$ cat src/rtl/satarith_pkg.sv
package satarith_pkg;

  localparam int XLEN    = 32;
  localparam int HW_W    = 16;
  localparam int REG_W   = 5;
  localparam int OPC_W   = 6;
  localparam int IMM_S_W = 5;
  localparam int IMM_L_W = 16;

  localparam int OPC_LO  = REG_W;
  localparam int OPC_HI  = REG_W + OPC_W - 1;
  localparam int DST_LO  = REG_W + OPC_W;
  localparam int DST_HI  = HW_W - 1;

  localparam logic [OPC_W-1:0] OPC_ADD_R = 6'b000110;
  localparam logic [OPC_W-1:0] OPC_ADD_I = 6'b010001;
  localparam logic [OPC_W-1:0] OPC_SUB   = 6'b000101;
  localparam logic [OPC_W-1:0] OPC_SUBR  = 6'b000100;
  localparam logic [OPC_W-1:0] OPC_SUB_I = 6'b110011;

  localparam logic [XLEN-1:0] SAT_MAX = {1'b0, {(XLEN-1){1'b1}}};
  localparam logic [XLEN-1:0] SAT_MIN = {1'b1, {(XLEN-1){1'b0}}};

  typedef enum logic [2:0] {
    K_NONE, K_ADD_R, K_ADD_I, K_SUB, K_SUBR, K_SUB_I
  } op_kind_e;

  typedef struct packed {
    logic [XLEN-1:0] res;
    logic            cy;
    logic            ov;
  } alu_out_t;

  typedef struct packed {
    logic cy;
    logic ov;
    logic s;
    logic z;
    logic sat;
  } flags_t;

  function automatic op_kind_e classify(input logic [OPC_W-1:0] opc);
    case (opc)
      OPC_ADD_R: classify = K_ADD_R;
      OPC_ADD_I: classify = K_ADD_I;
      OPC_SUB:   classify = K_SUB;
      OPC_SUBR:  classify = K_SUBR;
      OPC_SUB_I: classify = K_SUB_I;
      default:   classify = K_NONE;
    endcase
  endfunction

  function automatic logic [XLEN-1:0] sext_short(input logic [IMM_S_W-1:0] v);
    sext_short = {{(XLEN-IMM_S_W){v[IMM_S_W-1]}}, v};
  endfunction

  function automatic logic [XLEN-1:0] sext_long(input logic [IMM_L_W-1:0] v);
    sext_long = {{(XLEN-IMM_L_W){v[IMM_L_W-1]}}, v};
  endfunction

  // Raw add or subtract with carry/borrow and signed overflow, then clamp.
  function automatic alu_out_t sat_addsub(input logic [XLEN-1:0] x,
                                          input logic [XLEN-1:0] y,
                                          input logic            sub);
    logic [XLEN:0]   wide;
    logic [XLEN-1:0] raw;
    logic [XLEN-1:0] y_eff;
    alu_out_t        o;
    wide  = sub ? ({1'b0, x} - {1'b0, y}) : ({1'b0, x} + {1'b0, y});
    raw   = wide[XLEN-1:0];
    y_eff = sub ? ~y : y;
    o.cy  = wide[XLEN];
    o.ov  = (x[XLEN-1] == y_eff[XLEN-1]) && (raw[XLEN-1] != x[XLEN-1]);
    o.res = o.ov ? (x[XLEN-1] ? SAT_MIN : SAT_MAX) : raw;
    return o;
  endfunction

endpackage

$ cat src/rtl/satarith_decode.sv
module satarith_decode
  import satarith_pkg::*;
(
  input  logic [HW_W-1:0]  hw0,
  input  logic [HW_W-1:0]  hw1,
  input  logic [XLEN-1:0]  rs_a,
  input  logic [XLEN-1:0]  rs_b,
  output op_kind_e         kind,
  output logic             legal,
  output logic             is_sub,
  output logic [XLEN-1:0]  op_x,
  output logic [XLEN-1:0]  op_y,
  output logic [REG_W-1:0] dest
);

  logic [REG_W-1:0] idx_a;
  logic [XLEN-1:0]  val_a;
  logic [XLEN-1:0]  val_b;

  assign idx_a = hw0[REG_W-1:0];
  assign dest  = hw0[DST_HI:DST_LO];
  assign kind  = classify(hw0[OPC_HI:OPC_LO]);
  assign legal = (kind != K_NONE);

  // Register 0 is hard-wired to zero.
  assign val_a = (idx_a == '0) ? '0 : rs_a;
  assign val_b = (dest  == '0) ? '0 : rs_b;

  always_comb begin
    op_x   = val_b;
    op_y   = val_a;
    is_sub = 1'b0;
    case (kind)
      K_ADD_R: begin op_x = val_b; op_y = val_a; is_sub = 1'b0; end
      K_ADD_I: begin op_x = val_b; op_y = sext_short(hw0[IMM_S_W-1:0]); is_sub = 1'b0; end
      K_SUB:   begin op_x = val_b; op_y = val_a; is_sub = 1'b1; end
      K_SUBR:  begin op_x = val_a; op_y = val_b; is_sub = 1'b1; end
      K_SUB_I: begin op_x = val_a; op_y = sext_long(hw1[IMM_L_W-1:0]); is_sub = 1'b1; end
      default: begin op_x = '0; op_y = '0; is_sub = 1'b0; end
    endcase
  end

endmodule

$ cat src/rtl/satarith_alu.sv
module satarith_alu
  import satarith_pkg::*;
(
  input  logic [XLEN-1:0] op_x,
  input  logic [XLEN-1:0] op_y,
  input  logic            is_sub,
  output alu_out_t        alu,
  output logic            clamp
);

  assign alu   = sat_addsub(op_x, op_y, is_sub);
  assign clamp = alu.ov;

endmodule

$ cat src/rtl/satarith_flags.sv
module satarith_flags
  import satarith_pkg::*;
(
  input  logic            clk,
  input  logic            rst_n,
  input  logic            upd,
  input  alu_out_t        alu,
  output flags_t          flags
);

  always_ff @(posedge clk or negedge rst_n) begin
    if (!rst_n) begin
      flags <= '0;
    end else if (upd) begin
      flags.cy  <= alu.cy;
      flags.ov  <= alu.ov;
      flags.s   <= alu.res[XLEN-1];
      flags.z   <= (alu.res == '0);
      flags.sat <= flags.sat | alu.ov;
    end
  end

endmodule

$ cat src/rtl/satarith_unit.sv
module satarith_unit
  import satarith_pkg::*;
(
  input  logic              clk,
  input  logic              rst_n,
  input  logic              valid_i,
  input  logic [HW_W-1:0]   hw0_i,
  input  logic [HW_W-1:0]   hw1_i,
  input  logic [XLEN-1:0]   rs_a_i,
  input  logic [XLEN-1:0]   rs_b_i,
  output logic [XLEN-1:0]   result_o,
  output logic [REG_W-1:0]  dest_o,
  output logic              wr_en_o,
  output logic              cy_o,
  output logic              ov_o,
  output logic              s_o,
  output logic              z_o,
  output logic              sat_o
);

  op_kind_e         kind;
  logic             legal;
  logic             is_sub;
  logic [XLEN-1:0]  op_x;
  logic [XLEN-1:0]  op_y;
  logic [REG_W-1:0] dest_d;
  alu_out_t         alu;
  flags_t           flags;

  // Named events for the checker.
  logic exec_fire;
  logic clamp_fire;
  logic write_fire;
  logic clamp_raw;

  satarith_decode u_decode (
    .hw0(hw0_i), .hw1(hw1_i), .rs_a(rs_a_i), .rs_b(rs_b_i),
    .kind(kind), .legal(legal), .is_sub(is_sub),
    .op_x(op_x), .op_y(op_y), .dest(dest_d)
  );

  satarith_alu u_alu (
    .op_x(op_x), .op_y(op_y), .is_sub(is_sub), .alu(alu), .clamp(clamp_raw)
  );

  assign exec_fire  = valid_i && legal;
  assign clamp_fire = exec_fire && clamp_raw;
  assign write_fire = exec_fire && (dest_d != '0);

  satarith_flags u_flags (
    .clk(clk), .rst_n(rst_n), .upd(exec_fire), .alu(alu), .flags(flags)
  );

  always_ff @(posedge clk or negedge rst_n) begin
    if (!rst_n) begin
      result_o <= '0;
      dest_o   <= '0;
      wr_en_o  <= 1'b0;
    end else begin
      wr_en_o <= write_fire;
      if (exec_fire) begin
        result_o <= alu.res;
        dest_o   <= dest_d;
      end
    end
  end

  assign cy_o  = flags.cy;
  assign ov_o  = flags.ov;
  assign s_o   = flags.s;
  assign z_o   = flags.z;
  assign sat_o = flags.sat;

endmodule

$ cat config.mk
export PLATFORM = sky130hd
export DESIGN_NAME = satarith_unit
export DESIGN_NICKNAME = d
export VERILOG_FILES = /design/src/rtl/satarith_pkg.sv /design/src/rtl/satarith_decode.sv /design/src/rtl/satarith_alu.sv /design/src/rtl/satarith_flags.sv /design/src/rtl/satarith_unit.sv
export SDC_FILE = /design/constraint.sdc
export NUM_CORES = 1
export LEC_CHECK = 0
export ABC_CLOCK_PERIOD_IN_PS = 900
export BUFFER_PORTS_ARGS = -buffer_cell sky130_fd_sc_hd__buf_4
export CAP_MARGIN = 20
export CORE_UTILIZATION = 40
export CTS_CLUSTER_DIAMETER = 30
export CTS_CLUSTER_SIZE = 25
export DETAILED_ROUTE_END_ITERATION = 16
export PLACE_DENSITY = 0.6
export SETUP_SLACK_MARGIN = 0.1
export SLEW_MARGIN = 20
export SYNTH_ARGS = -nofsm -noshare
export SYNTH_HDL_FRONTEND = slang
export SYNTH_SLANG_ARGS = --single-unit
$ cat constraint.sdc
create_clock -name clk -period 0.9 [get_ports clk]
set_clock_uncertainty 0.05 [all_clocks]
set_input_delay 0.045 -clock clk [delete_from_list [all_inputs] [get_ports clk]]
set_output_delay 0.045 -clock clk [all_outputs]
set_load 0.01 [all_outputs]
==> results of run 1 <==
==> metrics by stage <==
stage / cell area, um^2 / TNS (ns) / instances
6_report: 10500 / -172.63 / 1299
5_1_grt: 10500 / -180.86 / 1298
4_1_cts: 10100 / -147.70 / 1288
3_5_place_dp: 8720 / -166.67 / 1233
3_3_place_gp: 8720 / -160.60 / 1233
2_1_floorplan: 5630 / -143.83 / 681
==> cell usage after synthesis, types with 5 or more instances <==
| cell type | number |
|---|---|
| nand2b_1 | 16 |
| o21bai_1 | 6 |
| xnor2_1 | 25 |
| mux2_2 | 7 |
| o22ai_1 | 23 |
| and2_1 | 7 |
| nor2_1 | 81 |
| nand3_1 | 16 |
| buf_2 | 9 |
| a22o_1 | 31 |
| a32o_1 | 6 |
| o21ai_0 | 41 |
| or3_1 | 5 |
| nor2b_1 | 5 |
| inv_1 | 13 |
| nor4_1 | 6 |
| a21o_1 | 16 |
| nand2_1 | 34 |
| nor3_1 | 18 |
| a21oi_1 | 43 |
| ha_1 | 33 |
| and3_1 | 8 |
| a211oi_1 | 14 |
| clkbuf_1 | 20 |
| dfrtp_1 | 42 |
| o21a_1 | 7 |
| xor2_1 | 29 |
| o2111ai_1 | 9 |
| a221o_1 | 13 |
| nand4_1 | 6 |
==> cell families after synthesis <==
kind of cell / Yosys count / synth area share, %
xor+xnor: 54 / 8.79
fa+ha+maj: 34 / 8.04
mux: 10 / 2.02
simple gates: 237 / 23.4
flops: 42 / 19.5
buf+inv: 49 / 3.98
compound gates: 255 / 34.2
==> final cells by class <==
type	count	area [um^2]
diodes	1	2.50
clock buffers	7	143
clock inverters	1	5.00
fillers	816	2730
inverters	14	52.6
multi-input cells	590	5050
flip-flops and latches	42	1050
well taps	176	220
repair buffers	468	3940
==> what timing repair did <==
item | in CTS | in global routing
buffers inserted | 39 | 11
pin swaps | 51 | 39
endpoints found under the hold margin | 45 | 2
resized for setup | 172 | 62
setup endpoints to repair | 85 | 127
cloned | 8 | 0
==> how the worst min path moves through the flow <==
stage | to | start | cells past startpoint
6_report | dest_o[3] | hw0_i[14] | 2
5_1_grt | dest_o[2] | hw0_i[13] | 2
4_1_cts | dest_o[3] | hw0_i[14] | 2
3_5_place_dp | result_o[5] | rst_n | 1
3_3_place_gp | result_o[0] | rst_n | 1
2_1_floorplan | dest_o[0] | rst_n | 0
==> sequential cells by signal, indices dropped and copies added (netlist names) <==
register and cells:
dest_o 5, wr_en_o 1, u_flags.flags 4, result_o 32
==> power groups by stage <==
stage	Combinational, W	Sequential (W)	Clock (W)
after floorplan	0.00406	0.00356	0
after global placement	0.00914	0.00318	0
after detailed placement	0.00934	0.00323	0
after CTS	0.0119	0.00341	0.00181
after global routing	0.0145	0.00365	0.00205
final	0.0140	0.00362	0.00202
==> worst reg2reg max path, stage by stage, from the launching register on <==
cell,delay [ns]
dfrtp_1,0.56
nand2b_1,0.18
o31ai_4,0.14
==> per-layer routing <==
metal	track usage [%]	vias up
met5	0	-
met4	15.0	0
met1	49.8	3856
met2	66.6	671
li1	-	3497
met3	4.75	235
==> results.md, run 1 <==
* Die area at ~14,000 um^2
* Total routing usage reported by global routing at 39.0%
* Pin slew with the least headroom to its limit at roughly 0.57 ns
* Met1 wire length at 11,700 um
* Crit Reg-Reg Startpoint: u_flags.flags[1]
* Worst Slack Setup Final at -4.71 ns
* First-pass GRT wire length at 42,800 um
* Termination of the worst setup path: result_o[2]
* DR pass1 iterations at 8
* Cells along the critical path: buf_4, or4_4, or2_4, a311o_1, nor4_4, buf_4, and2_4, nand2_1, o21ai_0, xor2_1, ha_1, buf_4, a21oi_1, o21ai_1, nor2_1, and4_4, o31a_1, o22ai_2, a21oi_2, mux2i_2, and2_4, buf_6, buf_16, a211oi_2
* Count of distinct cell types in the synthesized netlist at 89
* Number of cell rows at 42
* Clock latency on the worst-skew pair at 0.29 ns
* Class of the tightest hold or removal check: primary input to register
* Routed WL per cell at ~24 um
* Horiz. Die Dim at between 100 and 150 um
* Seq/Total Area, Yosys at between 10% and 20%
* Worst setup path class: primary input to register
* Shortest period the worst path allows at 5.61 ns
* Antenna violations before repair at 1
* Highest Signal Layer: met4
* Setup repair after global routing missed its margin: yes
* Share of the core filled with cells at around 79%
* Average footprint of a synthesized cell at roughly 8 um^2
* Final ANT Viol Nets at 0
* Failing checks: negative hold slack, negative setup slack
* Pin count of the biggest net entering global routing at 43
* Arrival time reported for the critical path endpoint at 5.73 ns
* Die outline height at 118 um
* Most common cell type on the critical path: buf_4
* Leak at roughly 4.9 nW
* Final Cycle Share at 624%
* Cell at the root of the clock tree: clkbuf_16
* Maximum clock insertion buffer count at 2
* Worst path depth at 24
* Number of H-tree levels at 2
* Number of enable-type register cells in the synthesized netlist at 0
* Post-CTS clock slew at the launch and capture registers of the worst setup and hold paths at approximately 0.070 ns
* Worst slack at placement at -4.55 ns
* Power Density at roughly 1900 nW/um^2
* Cts hold-fix bufs at 1
* Part of the total power dissipated in the clock network at approximately 10%
* Final Hold Vio Count at 2
* Leading cell types by total area after synthesis: dfrtp_1 (20%), ha_1 (7.7%), nor2_1 (5.6%), a22o_1 (5.0%), xor2_1 (4.7%)
* Violation count after the first detailed-routing iteration at 917
* Std-Cell Core Area at 13,200 um^2
* Synthesized cell area at 5380 um^2
* Layout cell share with drive strength beyond 1 at between 50% and 60%
* Critical path startpoint category: primary input
* TritonCTS clock tree: built
* Number of nets in the final layout at between 1,000 and 1,500
* Number of top-level design ports at about 140
* Number of synthesized register bits at between 40 and 50
* Estimated wirelength of the detail-placed design at between 15,000 and 20,000 um
* Layout area overhead at 94.4%
* Max-slew violation total from the final report at 0
* Met3 wire length at 3250 um
* Vias in the first global route at 7,948
* Peak supply drop at about 1.1 mV
* Met2 routed wirelength at roughly 14,000 um
* Maximum frequency from static timing analysis at roughly 180 MHz
* Final Setup Violations at 84
* Synthesis Warnings at 0
* Worst reg2reg path depth at 2
* Total congestion overflow at 0
* Initial standard-cell utilization of the core at between 40% and 50%
* I/O Buffers at about 140
* Nature of the critical path endpoint: register
* Maximum fanout encountered on the critical timing path at 7
* CP required at 1.01 ns
* Delay of the slowest critical-path stage at roughly 0.58 ns
* Post-route worst hold slack at -0.0366 ns
* Clock buffer count from CTS at 5
* Proportion of power drawn by combinational gates at slightly above 70%
* Cell type with the highest aggregate area in the netlist: dfrtp_1
* Max-capacitance violation count at 0
* Number of sinks handled by clock tree synthesis at 42
* Worst-case headroom to the max-slew limit at approximately 62%
* Vias per std cell at roughly 6.4
* Vias after detailed routing at about 8,300
* Switching share of power at 42.8%
* Result of the run: complete, but fails checks
* Reg-to-Reg End: u_flags.flags[1]
* Startpoint of the most critical setup path: hw0_i[1]
* Global placement routability congestion at around 0.94
* Fraction of post-synthesis cell area in the top cell type by area at around a fifth
* # DRC at 0
* Top cell family by delay on the critical path: simple AND/OR/NAND/NOR gates
* Synthesized Nets at a little over 800
* Cell Int Power at between 0.01 and 0.015 W
* Register-to-register setup slack at -0.17 ns
* Psw at 0.00843 W
* Mapped Cells at between 600 and 700
* Main synth FF type: dfrtp_1
* Power, Total at between 0.015 and 0.02 W
* Slowest library cell on the worst path: or4_4
* Number of buffer and inverter stages on the critical path at 5
* Commonest non-fill, non-tap cell in the layout: buf_4
* Highest-count cells in the layout ignoring fill and taps: buf_4 (394), buf_6 (59), nor2_1 (56)
* Drt total wl at 31,000 um
* Part of the total power dissipated in sequential elements at between 10% and 20%
* Post-synth ARST share at 100%
No activity file was read; power rests on OpenSTA's default activity.
==> inputs of run 2 (changes only) <==
CORE_UTILIZATION = 55   (was 40)
PLACE_DENSITY = 0.8   (was 0.6)
==> run 2 against run 1 <==
Effect of this change:
- the flow now stops in 4_1_cts
- synthesized cell count unchanged
- synthesized area unchanged
==> results.md, run 2 <==
* Result of the run: did not finish
* Stage where the flow stopped: 4_1_cts
* First logged error message: [ERROR DPL-0038] Utilization greater than 100%, impossible to legalize
* Main synth FF type: dfrtp_1
* Total placed cells including tap cells at 1,176 (-4.6%)
* Number of sinks handled by clock tree synthesis at 42 (unchanged)
* Fraction of post-synthesis cell area in the top cell type by area at 19.5% (unchanged)
* Clock buffer count from CTS at 5 (unchanged)
* Count of instances resized after the clock tree is built at 150 (-13%)
* Cell at the root of the clock tree: clkbuf_8
* Maximum clock insertion buffer count at 2 (unchanged)
* Multiplexer share of the synthesized area at 2.02% (unchanged)
* Average footprint of a synthesized cell at 7.90 um^2 (unchanged)
* Horiz. Die Dim at 101 um (-14%)
* Number of H-tree levels at 2 (unchanged)
* Number of enable-type register cells in the synthesized netlist at 0 (unchanged)
* Count of distinct cell types in the synthesized netlist at 89 (unchanged)
* Synth Area in Adders at 8.04% (unchanged)
* Synthesized Nets at 814 (unchanged)
* Mapped Cells at 681 (unchanged)
* Die outline height at 101 um (-14%)
* Cell with the most instances after synthesis: nor2_1
* Seq/Total Area, Yosys at 19.5% (unchanged)
* Global placement routability congestion at 0.987 (+5.4%)
* Leading cell types by total area after synthesis: dfrtp_1 (20%), ha_1 (7.7%), nor2_1 (5.6%), a22o_1 (5.0%), xor2_1 (4.7%)
* Number of top-level design ports at 142 (unchanged)
* Synthesis Warnings at 0 (unchanged)
* Number of cell rows at 35 (-17%)
* Synth Area in Simple Gates at 23.4% (unchanged)
* Synthesized-area fraction occupied by ao, oa, aoi and oai cells at 34.2% (unchanged)
* Synthesized cell area at 5380 um^2 (unchanged)
* I/O Buffers at 141 (unchanged)
* Main combinational cell family by area after synthesis: compound AO/OA/AOI/OAI gates
* Leading cell types by count after synthesis: nor2_1 (81), a21oi_1 (43), dfrtp_1 (42)
* Cell type with the highest aggregate area in the netlist: dfrtp_1
* Estimated wirelength of the detail-placed design at 18,700 um (+2.1%)
* Post-CTS setup buffers at 40 (+2.6%)
* Post-Synth XOR/XNOR Area at 8.79% (unchanged)
* Cts hold-fix bufs at 1 (unchanged)
* Number of synthesized register bits at 42 (unchanged)
* Initial standard-cell utilization of the core at 57.4% (+17 points)
* Post-synth ARST share at 100% (unchanged)
run 2: cell counts after synthesis:
Identical to the previous run, type by type.
run 2: stage by stage:
step | area, um^2 | hold slack (ns) | TNS, ns | setup WS (ns) | utilization (%)
after floorplan | 5630 | -0.301 | -143.83 | -4.23 | -
after global placement | 8570 | -0.0105 | -155.65 | -4.28 | 91.5
after detailed placement | 8570 | -0.00574 | -167.12 | -4.65 | 91.5
run 2: cell families after synthesis:
logic type / count (synthesis)
simple gates: 237
compound gates: 255
fa+ha+maj: 34
flops: 42
xor+xnor: 54
mux: 10
buf+inv: 49
==> inputs of run 3 (changes only) <==
CORE_UTILIZATION = 40   (was 55)
CTS_CLUSTER_DIAMETER = not set   (was 30)
CTS_CLUSTER_SIZE = not set   (was 25)
PLACE_DENSITY = not set   (was 0.8)
PLACE_DENSITY_LB_ADDON = 0.15   (was not set)
SETUP_SLACK_MARGIN = not set   (was 0.1)
==> run 3 against run 2 <==
Effect of this change:
- the flow now finishes, with violations (negative setup slack)
==> results.md, run 3 (synthesis gave the netlist of run 1 again) <==
* Result of the run: complete, but fails checks
* Failing checks: negative setup slack
* Leak at 4.89 nW
* Estimated wirelength of the detail-placed design at 17,800 um (-5.0%)
* Setup repair after global routing missed its margin: yes
* Largest regs: result_o: 32 flops, dest_o: 5 flops, u_flags.flags: 4 flops
* I/O Buffers at 141 (unchanged)
* Worst-case headroom to the max-slew limit at 63.4%
* Final Hold Vio Count at 0
* Maximum clock insertion buffer count at 2 (unchanged)
* Slowest library cell on the worst path: or4_4
* Post-CTS clock slew at the launch and capture registers of the worst setup and hold paths at approximately 0.060 ns
* Max-slew violation total from the final report at 0
* Die outline height at 118 um (+17%)
* Most common cell type on the critical path: and2_4
* Maximum frequency from static timing analysis at about 190 MHz
* Filler Cell Count at 940
* Critical path startpoint category: primary input
* Worst setup path class: primary input to register
* Depth of the worst hold-timing path at 3
* Global placement routability congestion at 0.984 (-0.33%)
* Number of buffer and inverter stages on the critical path at 2
* Peak supply drop at about 0.97 mV
* First-pass GRT wire length at 36,500 um
* Number of top-level design ports at 142 (unchanged)
* Total congestion overflow at 0
* Final Cycle Share at 576%
* Std-Cell Core Area at around 13,000 um^2
* Worst Slack Setup Final at -4.28 ns
* Horiz. Die Dim at 118 um (+17%)
* Vias after detailed routing at 7,499
* Highest-count cells in the layout ignoring fill and taps: buf_4 (393), buf_6 (64), nor2_1 (57)
* Top cell family by delay on the critical path: simple AND/OR/NAND/NOR gates
* Layout cell share with drive strength beyond 1 at between 50% and 60%
* Commonest non-fill, non-tap cell in the layout: buf_4
* Register Area at around 1100 um^2
* Maximum fanout encountered on the critical timing path at 4
* Number of cell rows at 42 (+20%)
* Final ANT Viol Nets at 0
* Number of H-tree levels at 2 (unchanged)
* Vias in the first global route at ~7,500
* CP required at about 1.1 ns
* Violation count after the first detailed-routing iteration at 482
* Antenna violations before repair at 0
* Drt total wl at 24,600 um
* Worst reg2reg path depth at 3
* Clock buffer count from CTS at 5 (unchanged)
* Highest Signal Layer: met4
* Worst path depth at 26
* Worst slack at placement at -4.52 ns (+0.136 ns)
* Final Setup Violations at 83
* Area occupied by multi-input gates at 4820 um^2
* Number of flip-flops under the largest register name at 32
* Power, Total at 0.0175 W
* Clock latency on the worst-skew pair at 0.29 ns
* Cell at the root of the clock tree: clkbuf_16
* Register with the most flip-flops: result_o
* Max-capacitance violation count at 0
* Shortest period the worst path allows at ~5.2 ns
* Arrival time reported for the critical path endpoint at about 5.3 ns
* Met2 routed wirelength at between 10,000 and 15,000 um
* Class of the tightest hold or removal check: primary input to register
* Initial standard-cell utilization of the core at 40.8% (-17 points)
* Power Density at between 1500 and 2000 nW/um^2
* Layout area overhead at 90.5%
* Total routing usage reported by global routing at about a third
* Routed WL per cell at 18.9 um
* Number of nets in the final layout at 1,260
* Post-route worst hold slack at 0.176 ns
* Delay of the slowest critical-path stage at ~0.6 ns
* Met1 wire length at approximately 10,000 um
* Pin slew with the least headroom to its limit at roughly 0.55 ns
* Pin count of the biggest net entering global routing at 43
* N_diodes at 0
* TritonCTS clock tree: built
* Met3 wire length at between 1000 and 1500 um
* Register-to-register setup slack at -0.11 ns
* DR pass1 iterations at 5
* Nature of the critical path endpoint: register
* Die area at roughly 14,000 um^2
* # DRC at 0
* Vias per std cell at 5.76
* Number of sinks handled by clock tree synthesis at 42 (unchanged)
==> run 3: per-stage QoR <==
stage | instance area [um^2] | setup TNS (ns) | util (%) | instances
2_1_floorplan | 5630 | -143.83 | - | 681
3_3_place_gp | 8760 | -160.71 | 66.4 | 1237
3_5_place_dp | 8760 | -165.08 | 66.4 | 1237
4_1_cts | 9780 | -146.48 | 74.1 | 1293
5_1_grt | 10300 | -163.41 | 77.7 | 1303
6_report | 10300 | -154.41 | 77.7 | 1303
==> run 3: layer usage <==
metal / GRT usage (%) / up-vias
met2: 57.3 / 325
met3: 2.33 / 61
li1: - / 3507
met5: 0 / -
met1: 41.7 / 3606
met4: 10.3 / 0
==> run 3: power breakdown <==
part | internal [W] | total (W) | leakage (nW) | switching, W
Combinational | 0.00694 | 0.0122 | 4.33 | 0.00530
Sequential | 0.00272 | 0.00346 | 0.484 | 0.000745
Clock | 0.00100 | 0.00178 | 0.0694 | 0.000776
==> run 3: final timing paths <==
path	from	endpoint
setup / recovery	hw0_i[11]	u_flags.flags[1]
hold / removal	hw0_i[12]	wr_en_o
setup reg to reg	result_o[24]	result_o[24]
hold reg to reg	u_flags.flags[3]	u_flags.flags[3]
max in group asynchronous	rst_n	result_o[22]
min in group asynchronous	rst_n	result_o[7]
==> run 3: layout make-up <==
cell class / instances / share of cell area [%]
Inverter: 14 / 0.513
Multi-Input combinational cell: 590 / 47.0
Clock buffer: 5 / 1.22
Timing Repair Buffer: 474 / 38.8
Tap cell: 176 / 2.15
Clock inverter: 2 / 0.0976
Sequential cell: 42 / 10.3
==> run 3: tightest hold or removal path, stage by stage <==
cell and delay [ns]:
buf_4 0.14, buf_4 0.17, o21a_1 0.13
==> run 3: repair_timing <==
item	CTS	global route
pin swaps	27	42
hold buffers	5	0
gates cloned	2	3
endpoints found under the hold margin	46	0
buffers inserted	42	11
resized for setup	109	86
endpoints found under the setup margin	84	85
==> inputs of run 4 (changes only) <==
ABC_AREA = 1   (was not set)
==> run 4 against run 3 <==
Effect of this change:
- the run still ends with negative setup slack left
- register-to-register slack improved by 0.12 ns
- clock power about the same
- largest cell class unchanged
- via count grew 31%
- clock-buffer cell count is 1 higher
- first-iteration DRC count rose by 67%
==> results.md, run 4 <==
* Violation count after the first detailed-routing iteration at 805 (+67%)
* Share of the core filled with cells at 75.5% (-2.2 points)
* Maximum frequency from static timing analysis at 242 MHz (+25%)
* Number of H-tree levels at 2 (unchanged)
* Synthesis Warnings at 0 (unchanged)
* Cell at the root of the clock tree: clkbuf_16
* Non-filler cells, final at 1,878 (+44%)
* Number of nets in the final layout at 1,794 (+42%)
* Total placed cells including tap cells at 1,795 (+45%)
* Pin count of the biggest net entering global routing at 43 (unchanged)
* Die area at 17,000 um^2 (+22%)
* Horiz. Die Dim at 130 um (+10%)
* Class of the tightest hold or removal check: primary input to register
* Power Density at 1550 nW/um^2 (-9.1%)
* Number of flip-flops under the largest register name at 32 (unchanged)
* Count of distinct cell types in the synthesized netlist at 44 (-51%)
* Synthesized cell area at 6590 um^2 (+22%)
* Leading cell types by count after synthesis: nand2_1 (365), nor2_1 (145), nand3_1 (143)
* Shortest period the worst path allows at 4.13 ns (-1.05 ns)
* Psw at 0.00811 W (+19%)
* Synthesized Nets at 1,301 (+60%)
* Result of the run: complete, but fails checks
* Post-route worst hold slack at 0.0672 ns (-0.109 ns)
* Maximum clock insertion buffer count at 2 (unchanged)
* # DRC at 0 (unchanged)
* Arrival time reported for the critical path endpoint at 4.26 ns (-1.08 ns)
* Part of the total power dissipated in sequential elements at 17.2% (-2.6 points)
* Pin slew with the least headroom to its limit at 0.510 ns (-0.0386 ns)
* Worst reg2reg path depth at 3 (unchanged)
* Post-CTS clock slew at the launch and capture registers of the worst setup and hold paths at 0.06 ns (about the same)
* Drt total wl at 31,100 um (+27%)
* Register-to-register setup slack at 0.01 ns (+0.12 ns)
* Max-capacitance violation count at 0 (unchanged)
* DR pass1 iterations at 6 (+1)
* Proportion of power drawn by combinational gates at 73.2% (+3.2 points)
* Cell type with the highest aggregate area in the netlist: nand2_1
* Register with the most flip-flops: result_o
* Highest-count cells in the layout ignoring fill and taps: buf_4 (431), nand2_1 (320), nand3_1 (134)
* Std-Cell Core Area at 16,000 um^2 (+21%)
* Post-synth ARST share at 100% (unchanged)
* Vias after detailed routing at 9,857 (+31%)
* Final Setup Violations at 67 (-19%)
* Number of enable-type register cells in the synthesized netlist at 0 (unchanged)
* Part of the total power dissipated in the clock network at 9.6% (-0.6 points)
* Total routing usage reported by global routing at 33.8% (+1.4 points)
* Setup repair after global routing missed its margin: yes
* Total congestion overflow at 0 (unchanged)
* Clock latency on the worst-skew pair at 0.28 ns (about the same)
* Leading cell types by total area after synthesis: nand2_1 (21%), dfrtp_1 (16%), nand3_1 (11%), nor2_1 (8.3%), inv_1 (7.6%)
* Clock buffer count from CTS at 5 (unchanged)
* First-pass GRT wire length at 44,700 um (+22%)
* I/O Buffers at 141 (unchanged)
* Worst setup path class: primary input to register
* Depth of the worst hold-timing path at 3 (unchanged)
* Nature of the critical path endpoint: register
* Number of cell rows at 46 (+9.5%)
* Die outline height at 130 um (+10%)
* Vias in the first global route at 9,052 (+21%)
* Most common cell type on the critical path: nand2_1
* Layout area overhead at 83.4%
* Failing checks: negative setup slack
* Seq/Total Area, Yosys at 16.0% (-3.6 points)
* Slowest library cell on the worst path: ha_1
* Max-slew violation total from the final report at 0 (unchanged)
* Delay of the slowest critical-path stage at 0.34 ns (-0.27 ns)
* TritonCTS clock tree: built
* Number of synthesized register bits at 42 (unchanged)
* Estimated wirelength of the detail-placed design at 22,500 um (+27%)
* Largest regs: result_o: 32 flops, dest_o: 5 flops, u_flags.flags: 4 flops
* Worst slack at placement at -3.30 ns (+1.22 ns)
* Leak at 6.69 nW (+37%)
* Layout cell share with drive strength beyond 1 at 42.9% (-11 points)
* Routed WL per cell at 16.6 um (-12%)
* Global placement routability congestion at 0.970 (-1.4%)
* Worst Slack Setup Final at -3.23 ns (+1.05 ns)
* Number of top-level design ports at 142 (unchanged)
* Power, Total at 0.0187 W (+7.1%)
* Final Hold Vio Count at 0 (unchanged)
* Cell with the most instances after synthesis: nand2_1
* Vias per std cell at 5.25 (-8.8%)
* Commonest non-fill, non-tap cell in the layout: buf_4
* Switching share of power at 43.3% (+4.3 points)
* Peak supply drop at 1.44 mV (+48%)
* Cell Int Power at 0.0106 W (-0.44%)
* Antenna violations before repair at 1 (+1)
* CP required at 1.03 ns (-0.03 ns)
* Critical path startpoint category: primary input
* Fraction of post-synthesis cell area in the top cell type by area at 20.8% (+1.3 points)
* Average footprint of a synthesized cell at 5.64 um^2 (-29%)
* Number of sinks handled by clock tree synthesis at 42 (unchanged)
* Maximum fanout encountered on the critical timing path at 6 (+2)
* Main synth FF type: dfrtp_1
* Mapped Cells at 1,168 (+72%)
* Initial standard-cell utilization of the core at 41.2% (+0.36 points)
* Final Cycle Share at 459% (-120 points)
* N_diodes at 0 (unchanged)
* Worst-case headroom to the max-slew limit at 65.7% (+2.3 points)
* Final ANT Viol Nets at 0 (unchanged)
run 4: cell count changes in the layout (fill, tap and decap cells not counted), sizes merged, moves of 10 or more:
cell,previous run,this run
inv,13,145
nor2,83,155
o2111ai,10,0
a21o,16,3
a21oi,44,67
a211oi,15,0
xnor2,25,3
a22o,32,0
buf,466,514
nand3,16,150
a221o,13,0
o22ai,23,9
nand2,35,379
nand2b,17,0
run 4: timing repair:
item                       4_1_cts  5_1_grt
pin swaps                       40       52
gates resized for setup        148       74
hold buffers                     4        1
cloned                           3        6
setup endpoints to repair       71       84
hold endpoints to repair        46        1
setup buffers                   43       18
run 4: cells by family after synthesis:
kind of cell               Yosys count  synth area share, %
and+or+nand+nor                    732                 48.8
buffers and inverters              185                 11.9
AOI/OAI and AO/OA                  137                 11.7
DFF                                 42                 16.0
xor gates and xnor gates            38                 5.05
adders and majority gates           34                 6.57
run 4: path summary, 6_finish.rpt:
kind | start | end
worst max-delay path | hw0_i[1] | u_flags.flags[1]
worst min-delay path | hw0_i[14] | wr_en_o
worst max register to register | result_o[8] | result_o[8]
worst min register to register | dest_o[0] | dest_o[0]
max in group asynchronous | rst_n | result_o[15]
min in group asynchronous | rst_n | dest_o[2]
run 4: power by group through the flow:
stage	clock network [W]	logic [W]	registers (W)
finish	0.00180	0.0137	0.00323
global route	0.00186	0.0147	0.00331
CTS	0.00178	0.0122	0.00311
detailed placement	0	0.0109	0.00308
global placement	0	0.0108	0.00306
floorplan	0	0.00470	0.00340
run 4: per-stage QoR:
stage | instance area, um^2 | TNS (ns)
finish | 12100 | -113.48
global route | 12100 | -121.33
CTS | 11500 | -101.09
detailed placement | 10300 | -120.05
global placement | 10300 | -121.03
floorplan | 6800 | -94.20
run 4: routing by layer:
| metal | global-route usage [%] | vias up | part of all wire [%] |
|---|---|---|---|
| li1 | - | 4742 | - |
| met1 | 41.8 | 4574 | 41 |
| met2 | 61.6 | 430 | 49 |
| met3 | 3.44 | 109 | 6.7 |
| met4 | 9.37 | 2 | 3.7 |
| met5 | 0 | - | 0.039 |
run 4: cell type report:
cell class	count	area, um^2
clock buffer	6	129
clock inverter	2	13.8
fill	1303	3920
inverter	146	606
multi-input combinational	942	5480
sequential	42	1050
tap	216	270
timing repair buffer	524	4530
run 4: worst max-delay path, delay by kind of cell:
family | cells | cell delay, ns
XOR/XNOR | 1 | 0.16
adder cells (fa/ha/maj) | 1 | 0.34
buffers and inverters | 8 | 0.93
AND/OR/NAND/NOR | 21 | 2.14
AO/OA/AOI/OAI | 4 | 0.63
